`src/rtl/fpctx_pkg.sv`:
```
package fpctx_pkg;

  localparam int CLS_W = 3;

  typedef enum logic [CLS_W-1:0] {
    IC_OTHER  = 3'd0,
    IC_X87    = 3'd1,
    IC_MMX    = 3'd2,
    IC_SSE    = 3'd3,
    IC_WAIT   = 3'd4,
    IC_EXEMPT = 3'd5
  } ins_class_e;

  typedef struct packed {
    logic ts;
    logic em;
    logic mp;
  } flags_t;

endpackage

```
`src/rtl/fpctx_flags.sv`:
```
module fpctx_flags
  import fpctx_pkg::*;
#(
  parameter int CW_W   = 32,
  parameter int TS_BIT = 3,
  parameter int EM_BIT = 2,
  parameter int MP_BIT = 1
) (
  input  logic            clk,
  input  logic            rst_n,
  input  logic            task_switch,
  input  logic            clear_ts,
  input  logic            wr_en,
  input  logic [CW_W-1:0] wr_data,
  output flags_t          flags_q
);

  flags_t flags_d;

  // Priority, lowest first: write, clear, task switch.
  always_comb begin
    flags_d = flags_q;
    if (wr_en) begin
      flags_d.ts = wr_data[TS_BIT];
      flags_d.em = wr_data[EM_BIT];
      flags_d.mp = wr_data[MP_BIT];
    end
    if (clear_ts)    flags_d.ts = 1'b0;
    if (task_switch) flags_d.ts = 1'b1;
  end

  always_ff @(posedge clk or negedge rst_n) begin
    if (!rst_n) flags_q <= '0;
    else        flags_q <= flags_d;
  end

  // a switch always leaves the flag set
  a_r2_switch_sets: assert property (@(posedge clk) disable iff (!rst_n)
    task_switch |=> flags_q.ts);

  // clear touches only the task-switched flag
  a_r3_clear_keeps_others: assert property (@(posedge clk) disable iff (!rst_n)
    (clear_ts && !task_switch && !wr_en) |=> (!flags_q.ts && $stable(flags_q.em) && $stable(flags_q.mp)));

  // clear beats the written task-switched bit
  a_r11_clear_beats_write: assert property (@(posedge clk) disable iff (!rst_n)
    (clear_ts && wr_en && !task_switch) |=> !flags_q.ts);

  // write lands at the fixed bit positions
  a_r4_write_loads: assert property (@(posedge clk) disable iff (!rst_n)
    (wr_en && !clear_ts && !task_switch) |=>
      (flags_q.ts == $past(wr_data[TS_BIT]) && flags_q.em == $past(wr_data[EM_BIT])
       && flags_q.mp == $past(wr_data[MP_BIT])));

endmodule

```
`src/rtl/fpctx_decide.sv`:
```
module fpctx_decide
  import fpctx_pkg::*;
(
  input  flags_t           flags,
  input  logic             ins_valid,
  input  logic [CLS_W-1:0] ins_class,
  output logic             fault_d,
  output logic             permit_d
);

  logic trap;

  always_comb begin
    trap = 1'b0;
    case (ins_class)
      IC_X87, IC_MMX, IC_SSE: trap = flags.ts && !flags.em;
      IC_WAIT:                trap = flags.ts && flags.mp && !flags.em;
      default:                trap = 1'b0;
    endcase
    fault_d  = ins_valid && trap;
    permit_d = ins_valid && !trap;
  end

endmodule

```
`src/rtl/fpctx_trap.sv`:
```
module fpctx_trap
  import fpctx_pkg::*;
#(
  parameter int CW_W   = 32,
  parameter int TS_BIT = 3,
  parameter int EM_BIT = 2,
  parameter int MP_BIT = 1
) (
  input  logic             clk,
  input  logic             rst_n,
  input  logic             task_switch,
  input  logic             clear_ts,
  input  logic             cw_wr_en,
  input  logic [CW_W-1:0]  cw_wr_data,
  input  logic             ins_valid,
  input  logic [CLS_W-1:0] ins_class,
  output logic [CW_W-1:0]  ctl_word,
  output logic             fault,
  output logic             exec_ok
);

  flags_t flags_q;
  logic   fault_d;
  logic   permit_d;

  fpctx_flags #(
    .CW_W(CW_W), .TS_BIT(TS_BIT), .EM_BIT(EM_BIT), .MP_BIT(MP_BIT)
  ) u_flags (
    .clk         (clk),
    .rst_n       (rst_n),
    .task_switch (task_switch),
    .clear_ts    (clear_ts),
    .wr_en       (cw_wr_en),
    .wr_data     (cw_wr_data),
    .flags_q     (flags_q)
  );

  fpctx_decide u_decide (
    .flags     (flags_q),
    .ins_valid (ins_valid),
    .ins_class (ins_class),
    .fault_d   (fault_d),
    .permit_d  (permit_d)
  );

  always_ff @(posedge clk or negedge rst_n) begin
    if (!rst_n) begin
      fault   <= 1'b0;
      exec_ok <= 1'b0;
    end else begin
      fault   <= fault_d;
      exec_ok <= permit_d;
    end
  end

  for (genvar i = 0; i < CW_W; i++) begin : g_cw
    if (i == TS_BIT) begin : g_ts
      assign ctl_word[i] = flags_q.ts;
    end else if (i == EM_BIT) begin : g_em
      assign ctl_word[i] = flags_q.em;
    end else if (i == MP_BIT) begin : g_mp
      assign ctl_word[i] = flags_q.mp;
    end else begin : g_zero
      assign ctl_word[i] = 1'b0;
    end
  end

  // one verdict, never both
  a_r10_single_verdict: assert property (@(posedge clk) disable iff (!rst_n)
    !(fault && exec_ok));

  a_r10_idle_no_verdict: assert property (@(posedge clk) disable iff (!rst_n)
    !ins_valid |=> (!fault && !exec_ok));

  // exempt class never faults
  a_r6_exempt_clean: assert property (@(posedge clk) disable iff (!rst_n)
    (ins_valid && ins_class == IC_EXEMPT) |=> (!fault && exec_ok));

  // non-unit classes never fault
  a_r9_other_clean: assert property (@(posedge clk) disable iff (!rst_n)
    (ins_valid && (ins_class == IC_OTHER || ins_class > IC_EXEMPT)) |=> !fault);

  // emulation masks the task-switched flag
  a_r8_em_masks: assert property (@(posedge clk) disable iff (!rst_n)
    (ins_valid && ctl_word[EM_BIT]) |=> !fault);

  // WAIT without monitor never faults
  a_r7_wait_no_mp: assert property (@(posedge clk) disable iff (!rst_n)
    (ins_valid && ins_class == IC_WAIT && !ctl_word[MP_BIT]) |=> !fault);

endmodule

```
`config.mk`:
```
export PLATFORM = sky130hd
export DESIGN_NAME = fpctx_trap
export DESIGN_NICKNAME = d
export VERILOG_FILES = /design/src/rtl/fpctx_pkg.sv /design/src/rtl/fpctx_flags.sv /design/src/rtl/fpctx_decide.sv /design/src/rtl/fpctx_trap.sv
export SDC_FILE = /design/constraint.sdc
export NUM_CORES = 1
export LEC_CHECK = 0
export ABC_AREA = 1
export BUFFER_PORTS_ARGS = -buffer_cell sky130_fd_sc_hd__buf_2
export CAP_MARGIN = 20
export CORE_MARGIN = 10
export CORE_UTILIZATION = 24
export CTS_BUF_LIST = sky130_fd_sc_hd__clkbuf_4 sky130_fd_sc_hd__clkbuf_8 sky130_fd_sc_hd__clkbuf_16
export DETAILED_ROUTE_END_ITERATION = 7
export GPL_TIMING_DRIVEN = 0
export PLACE_DENSITY_LB_ADDON = 0.12
export SKIP_LAST_GASP = 1
export SLEW_MARGIN = 40
export SYNTH_ARGS = -nofsm -noshare
export SYNTH_HDL_FRONTEND = slang
export SYNTH_SLANG_ARGS = --single-unit
```
`constraint.sdc`:
```
create_clock -name clk -period 0.8 [get_ports clk]
set_input_delay 0.04 -clock clk [delete_from_list [all_inputs] [get_ports clk]]
set_output_delay 0.04 -clock clk [all_outputs]
set_load 0.01 [all_outputs]
```
# Word level (Yosys, flattened, before mapping)
# Cells that the tools add are included.
dict set report classes {
  n_mux 4
  reduce_logical 9
  n_eq_ne 4
}
# cell count
set ops {}
lappend ops {{3-bit by 2-bit equality test with 1-bit output, second input constant} 2}
lappend ops {{1-bit logical AND} 5}
lappend ops {{3-bit by 1-bit equality test with 1-bit output, second input constant} 1}
lappend ops {{3-bit equality test, second input constant} 1}
lappend ops {{3-bit two-way mux} 1}
lappend ops {{3-bit nonzero test} 1}
lappend ops {{3-bit OR reduction} 1}
lappend ops {{1-bit logical NOT} 2}
lappend ops {{1-bit two-way mux} 2}
lappend ops {{1-bit one-hot mux with 2 select lines} 1}
dict set report totals {
  regBits 5
  output_inout_bits 34
  wordCells 22
  in_bits 41
}

# Longest topological paths before layout
# Gate-level depths: netlist of run 1.
dict set report logic_depth {
  ltp_word 5
  mapped_depth 6
  depth_no_buf 6
}

# Cells and area by module
# A second synthesis of run 1 with hierarchy kept.
dict set report unflattened {
  hier_cells 61
  hier_area_um2 455.4
}
# module seq_area_each_um2 instances cells_per_inst area_per_inst_um2
set by_module_without_submodules {}
lappend by_module_without_submodules {fpctx_trap 50.0 1 32 271.5}
lappend by_module_without_submodules {fpctx_flags 75.1 1 18 132.6}
lappend by_module_without_submodules {fpctx_decide 0.0 1 11 51.3}

# Least setup slack after synthesis of run 1
# No wires, ideal clock.
dict set report synth_timing {
  path_type {reg-to-reg}
  startpoint {reg, netlist name u_flags.flags_q[0]}
  endpoint {reg fault}
  arrival_time_ns 0.692
  path_stages_with_launch 7
  setup_time_ns 0.115
  path_slack_ns -0.006
  required_ns 0.685
  path_cell_list {dfrtp_1 nand2_1 inv_1 nand2_1 nand2_1 nand2_1 nor2_2}
}
dict set report synth_via {
  elab_chain_len 4
}
# item line_no
set synth_lines {}
lappend synth_lines {{1-bit logical AND (2 in series)} fpctx_decide.sv:17} ;# IC_WAIT: trap = flags.ts && flags.mp && !flags.em;
lappend synth_lines {{1-bit one-hot mux with 2 select lines} fpctx_decide.sv:15} ;# case (ins_class)
lappend synth_lines {{1-bit logical AND} fpctx_decide.sv:20} ;# fault_d = ins_valid && trap;
lappend synth_lines {{net fault_d} fpctx_trap.sv:23} ;# logic fault_d;
lappend synth_lines {{to (signal assigned)} fpctx_trap.sv:51} ;# fault <= fault_d;
lappend synth_lines {{to (decl)} fpctx_trap.sv:18} ;# output logic fault,
# The timed path passes the listed nets, and every way through them passes these cells.
# A chain may end at the register's enable or synchronous reset.

# Worst setup path after layout of run 1
dict set report layout_timing {
  startpoint {reg, netlist name u_flags.flags_q[2]}
  endpoint {out ctl_word[3]}
}
# item line_no
set layout_lines {}
lappend layout_lines {{to (decl)} fpctx_trap.sv:17} ;# output logic [CW_W-1:0] ctl_word,
# No word-level cell between the ends.

==> results of run 1 <==
==> final cells by class <==
cell class | count | area (sq um) | share of cell area, %
buffer | 29 | 218 | 30.1
sequential | 5 | 125 | 17.3
inverter | 5 | 18.8 | 2.59
clock buffer | 4 | 30.0 | 4.15
timing repair buffer | 19 | 110 | 15.2
multi-input combinational | 43 | 191 | 26.4
tap | 25 | 31.3 | 4.32
==> placed cells by master (no fill, tap or decap) <==
| master | n |
|---|---|
| sky130_fd_sc_hd__buf_4 | 29 |
| sky130_fd_sc_hd__conb_1 | 29 |
| sky130_fd_sc_hd__buf_2 | 16 |
| sky130_fd_sc_hd__inv_1 | 5 |
| sky130_fd_sc_hd__dfrtp_1 | 5 |
| sky130_fd_sc_hd__clkbuf_4 | 4 |
| sky130_fd_sc_hd__nand2_1 | 3 |
| sky130_fd_sc_hd__dlygate4sd3_1 | 3 |
| sky130_fd_sc_hd__nor2_1 | 2 |
| sky130_fd_sc_hd__o21ai_1 | 2 |
| sky130_fd_sc_hd__nand2_2 | 2 |
| sky130_fd_sc_hd__mux2_2 | 2 |
| sky130_fd_sc_hd__nor2_2 | 1 |
| sky130_fd_sc_hd__a21oi_1 | 1 |
| sky130_fd_sc_hd__o21bai_1 | 1 |
==> worst paths after layout <==
check,slack (ns),start,endpoint
worst max-delay path,-0.02,u_flags.flags_q[2],ctl_word[3]
worst min-delay path,0.03,cw_wr_data[1],u_flags.flags_q[0]
worst max register to register,0.01,u_flags.flags_q[0],exec_ok
worst min register to register,0.54,u_flags.flags_q[0],u_flags.flags_q[0]
max in group asynchronous,0.51,rst_n,u_flags.flags_q[2]
min in group asynchronous,0.15,rst_n,fault
==> logic make-up (layout without fill, tap and decap cells) <==
group	Yosys count	count (layout)	synth area share, %
flops	5	5	28.2
mux	2	2	5.08
simple gates	8	8	7.35
other cells	1	29	0.847
compound gates	4	4	5.08
buf+inv	34	57	53.4
==> repair_timing <==
| action | CTS | global route |
|---|---|---|
| hold endpoints to repair | 6 | 0 |
| setup buffers | 0 | 0 |
| setup endpoints to repair | 5 | 7 |
| hold buffers | 3 | 0 |
| resized for setup | 0 | 3 |
| pin swaps | 1 | 1 |
==> state kept, by name, summed over array words and instances, names as in the netlist <==
| name | count |
|---|---|
| u_flags.flags_q | 3 |
| fault | 1 |
| exec_ok | 1 |
==> per-layer routing <==
layer | track usage [%] | vias to the layer above
met5 | 0 | -
li1 | - | 207
met2 | 9.39 | 29
met3 | 6.81 | 0
met4 | 0.838 | 0
met1 | 3.49 | 145
==> report_power, final <==
part,internal (uW),switching [uW]
Clock,223,109
Sequential,274,11.4
Combinational,156,140
Total,652,260
==> through the flow <==
step                      setup TNS (ns)  hold slack [ns]  worst slack, ns
after floorplan                        0           -0.256          0.00395
after global placement                 0           -0.140          0.00413
after detailed placement        -0.00478           -0.138         -0.00478
after CTS                         -0.145           0.0136          -0.0387
after global routing              -0.333           0.0176          -0.0701
final                            -0.0528           0.0268          -0.0200
==> impl_results.md, run 1 <==
* Run status: complete, but fails checks
* Violated checks: setup timing
* Max frequency at ~1.2 GHz
* Cell with the most instances after synthesis: sky130_fd_sc_hd__buf_4
* Die H at ~63 microns
* Port Buf Inserts at 16
* Fraction of final layout cells sized beyond drive strength 1 at approximately half
* Data arrival time at the worst-slack endpoint at a little under 0.8 ns
* Detailed-router iteration count before antenna repair at 2
* Global-route wire length before repair at around 1600 microns
* Library cell occupying the most area in the post-synthesis netlist: sky130_fd_sc_hd__buf_4
* Num CTS Buffers at 3
* Top delay family on crit path: flip-flops
* Most frequent cells after synthesis: sky130_fd_sc_hd__buf_4, sky130_fd_sc_hd__dfrtp_1, sky130_fd_sc_hd__inv_1, sky130_fd_sc_hd__nand2_1
* Clock insertion delay at the later pin of the skew report at ~0.24 ns
* Total chip power at a little over 900 uW
* H-tree lvl count at 1
* Hold path depth at 2
* Post-route DRC at 0
* Half-perimeter wire length after placement at 1010 microns
* Filler Cells Inserted at roughly 190
* Capturing element type of the critical path: primary output
* Stages on the worst setup path at 1
* Floorplan Core Area at 0.00175 sq mm
* Sequential cell area fraction in the yosys report at between 20 and 30%
* Hold/Removal Path Class: input pin to flip-flop
* Fin util at between 40% and 50%
* Vias at between 300 and 400
* Maximum fanout along the worst path at 3
* Number of hold violations in the final report at 0
* Initial antenna violation count at 0
* Peak VDD IR at between 0.9 and 1 mV
* Std-Cell Rows at 15
* Sink Count at 5
* Final setup skew at roughly 0.0019 ns
* Worst Path Buf+Inv at 1
* FFs w/ async S/R, synth at 100%
* Power per unit of standard cell area at around 1300 mW/mm^2
* Post-Synthesis Mean Instance Area at a little over 8 sq um
* Number of violations reported at the end of detailed-routing iteration 0 at 5
* Net count of the finished layout at approximately 150
* Routed wl met2 at between 500 and 600 microns
* Routed wl met3 at approximately 230 microns
* # IOs at 75
* Worst Slack Setup Final at -0.0200 ns
* Overall die area at slightly below 0.004 sq mm
* Post-detailed-placement cell area at roughly 660 sq um
* Final number of max-transition violations at 0
* Count of cells along the worst register-to-register path at 5
* Die W at 63.0 microns
* RSZ-0062 raised after global routing: yes
* Aggregate global routing overflow at 0
* Initial core utilization at 25.4%
* Proportion of netlist area held by the largest area contributor at 49.2%
* Maximum number of pins on one net before global-route repair at 6
* Routability-driven placement congestion ratio at just under 0.7
* Post-Route M1 WL at 360 microns
* Flop and latch count out of synthesis at 5
* Count of synthesis-stage warnings from yosys at 0
* Leakage power total at approximately 0.00047 uW
* Slowest-stage cell, CP: sky130_fd_sc_hd__dfrtp_1
* Post-DR wirelength/cell at 8.81 microns
* Antenna diode count at 0
* Setup violation total in the final timing report at 3
* Delay of the slowest critical-path stage at 0.39 ns
* Critical Path RT at between 0.7 and 0.8 ns
* Maximum buffer depth of the clock tree at 2
* Post-Layout Inst Area at 724 sq um
* Final Instance Count excl. Fillers at between 100 and 150
* Vias in the first global route at about 380
* Area of the mapped netlist at around 440 sq um
* Yosys cell types at 12
* Overall global routing resource usage at 5.40%
* Area overhead of the layout relative to synthesis at 63.6%
* Clk slew on worst S/H paths at around 0.040 ns
* Highest metal layer with signal wires: met3
* Primary FF master, synth: sky130_fd_sc_hd__dfrtp_1
* Nature of the critical path startpoint: flip-flop
* EDFF count, synth at 0
* Cell count after synthesis at between 50 and 60
* Antenna-violating nets left at 0
* Reported max-cap violation count at 0
* CP Class: flip-flop to primary output
* Clock root cell: sky130_fd_sc_hd__clkbuf_4
* CTS tree: built
* Cells after DPL at approximately 120
* Cell chain of the critical path: buf_2
* Part of the cycle the worst path needs at 103%
* Mean number of vias per cell at 2.93
* Routed WL at about 1100 microns
* Top cells by area, synth: sky130_fd_sc_hd__buf_4, sky130_fd_sc_hd__dfrtp_1, sky130_fd_sc_hd__mux2_2
* Final worst path period need at ~0.8 ns
No activity file was read; power rests on OpenSTA's default activity.
==> inputs of run 2 (changes only) <==
TNS_END_PERCENT = 20   (was unset)
==> run 2 against run 1 <==
  * The flow still finishes with violations (setup timing)
  * Non-clock buffer count unchanged
  * Critical path type unchanged
  * Worst setup slack improved by 0.0018 ns
  * Largest cell class unchanged
  * Critical endpoint is now ctl_word[2]
  * Global-route usage is the same
==> impl_results.md, run 2 (synthesized netlist as in run 1, its figures left out) <==
* Maximum fanout along the worst path at 3 (unchanged)
* Register containing the most flip-flops in the final layout: u_flags.flags_q (unchanged)
* Post-DR wirelength/cell at 8.80 microns (was 8.81 microns)
* Peak VDD IR at 0.914 mV (was 0.915 mV)
* Global-route wire length before repair at 1630 microns (unchanged)
* Initial core utilization at 25.4% (unchanged)
* Port Buf Inserts at 16 (unchanged)
* Maximum buffer depth of the clock tree at 2 (unchanged)
* Run status: complete, but fails checks (unchanged)
* Final worst path period need at 0.818 ns (was 0.820 ns)
* Max frequency at 1.22 GHz (about the same)
* RSZ-0062 raised after global routing: yes (unchanged)
* Clk slew on worst S/H paths at 0.05 ns (was 0.04 ns)
* Capturing element type of the critical path: primary output (unchanged)
* Half-perimeter wire length after placement at 1010 microns (unchanged)
* Cell chain of the critical path: buf_2 (unchanged)
* Top delay family on crit path: flip-flops (unchanged)
* Maximum number of pins on one net before global-route repair at 6 (unchanged)
* Setup violation total in the final timing report at 3 (unchanged)
* Detailed-router iteration count before antenna repair at 2 (unchanged)
* Part of the cycle the worst path needs at 102% (was 103%)
* Largest registers: u_flags.flags_q x3, exec_ok x1, fault x1 (unchanged)
* Number of hold violations in the final report at 0 (unchanged)
* Critical Path RT at 0.76 ns (about the same)
* Delay of the slowest critical-path stage at 0.39 ns (about the same)
* Cells after DPL at 123 (unchanged)
* Mean number of vias per cell at 2.92 (was 2.93)
* Hold path depth at 2 (unchanged)
* Vias in the first global route at 379 (unchanged)
* Final Instance Count excl. Fillers at 130 (unchanged)
* Number of violations reported at the end of detailed-routing iteration 0 at 5 (unchanged)
* Leakage power total at 0.000470 uW (about the same)
* Aggregate global routing overflow at 0 (unchanged)
* Sink Count at 5 (unchanged)
* Final number of max-transition violations at 0 (unchanged)
* Die W at 63.0 microns (unchanged)
* Antenna-violating nets left at 0 (unchanged)
* Violated checks: setup timing (unchanged)
* Final setup skew at 0.00194 ns (about the same)
* Count of cells along the worst register-to-register path at 5 (unchanged)
* Worst Path Buf+Inv at 1 (unchanged)
* Clock root cell: sky130_fd_sc_hd__clkbuf_4 (unchanged)
* Fraction of final layout cells sized beyond drive strength 1 at 51.4% (unchanged)
* H-tree lvl count at 1 (unchanged)
* Initial antenna violation count at 0 (unchanged)
* Net count of the finished layout at 147 (unchanged)
* Routability-driven placement congestion ratio at 0.679 (unchanged)
* Max FFs per register at 3 (unchanged)
* Die H at 63.0 microns (unchanged)
* Final-layout worst hold slack at 0.0269 ns (was 0.0268 ns)
* Clock insertion delay at the later pin of the skew report at 0.24 ns (about the same)
* # IOs at 75 (unchanged)
* Antenna diode count at 0 (unchanged)
* Nature of the critical path startpoint: flip-flop (unchanged)
* Stages on the worst setup path at 1 (unchanged)
* Floorplan Core Area at 0.00175 sq mm (unchanged)
* Overall global routing resource usage at 5.40% (unchanged)
* Std-Cell Rows at 15 (unchanged)
* Slowest-stage cell, CP: sky130_fd_sc_hd__dfrtp_1 (unchanged)
* Overall die area at 0.00396 sq mm (unchanged)
* Post-route DRC at 0 (unchanged)
* Routed WL at 1140 microns (was 1150 microns)
* Data arrival time at the worst-slack endpoint at 0.78 ns (about the same)
* Worst Slack Setup Final at -0.0182 ns (was -0.0200 ns)
* Setup repair bufs after CTS at 0 (unchanged)
* Power per unit of standard cell area at 1260 mW/mm^2 (about the same)
* Vias at 379 (was 381)
* CP Class: flip-flop to primary output (unchanged)
* Hold/Removal Path Class: input pin to flip-flop (unchanged)
* Most used cells in the layout excluding fill and tap cells: sky130_fd_sc_hd__buf_4, sky130_fd_sc_hd__conb_1, sky130_fd_sc_hd__buf_2 (unchanged)
* Num CTS Buffers at 3 (unchanged)
* CTS tree: built (unchanged)
* Reported max-cap violation count at 0 (unchanged)
* Area overhead of the layout relative to synthesis at 63.6% (unchanged)
run 2: cell types whose count changed in the layout (fill, tap and decap cells not counted):
cell,change
sky130_fd_sc_hd__o21ai_0,+1
sky130_fd_sc_hd__o21ai_1,-1
run 2: worst paths after layout:
path                                    start                  to  slack (ns)
max reg2reg                u_flags.flags_q[0]             exec_ok        0.01
max in group asynchronous               rst_n  u_flags.flags_q[2]        0.52
min                             cw_wr_data[1]  u_flags.flags_q[0]        0.03
min in group asynchronous               rst_n               fault        0.15
min reg2reg                u_flags.flags_q[0]  u_flags.flags_q[0]        0.53
max                        u_flags.flags_q[1]         ctl_word[2]       -0.02
run 2: through the flow:
step	TNS, ns	utilization (%)	setup WS [ns]	total power, uW	area, sq um
2_1_floorplan	0	-	0.00395	499	548
3_3_place_gp	0	37.8	0.00413	559	659
3_5_place_dp	-0.00478	37.8	-0.00478	561	659
4_1_cts	-0.130	41.2	-0.0398	921	719
5_1_grt	-0.353	41.5	-0.0775	993	724
6_report	-0.0388	41.5	-0.0182	911	724
run 2: area by class of cell:
type	instances	area [sq um]
Fill cell	189	1020
Buffer	29	218
Multi-Input combinational cell	43	191
Sequential cell	5	125
Timing Repair Buffer	19	110
Tap cell	25	31.3
Clock buffer	4	30.0
Inverter	5	18.8
run 2: metal layers:
layer  routed length, microns  track usage (%)  vias up
met1                      355             3.49      144
li1                         -                -      206
met2                      562             9.39       29
met3                      226             6.81        0
met5                        0                0        -
met4                        0            0.838        0
run 2: timing repair:
action | in CTS | in global routing
endpoints found under the hold margin | 6 | 0
setup endpoints to repair | 5 | 7
hold buffers | 3 | 0
cloned | 0 | 0
gates resized for setup | 0 | 2
pin swaps | 0 | 1
run 2: power by group:
group          switching, uW  internal, uW
clock                    109           223
sequential              10.7           274
combinational            140           156
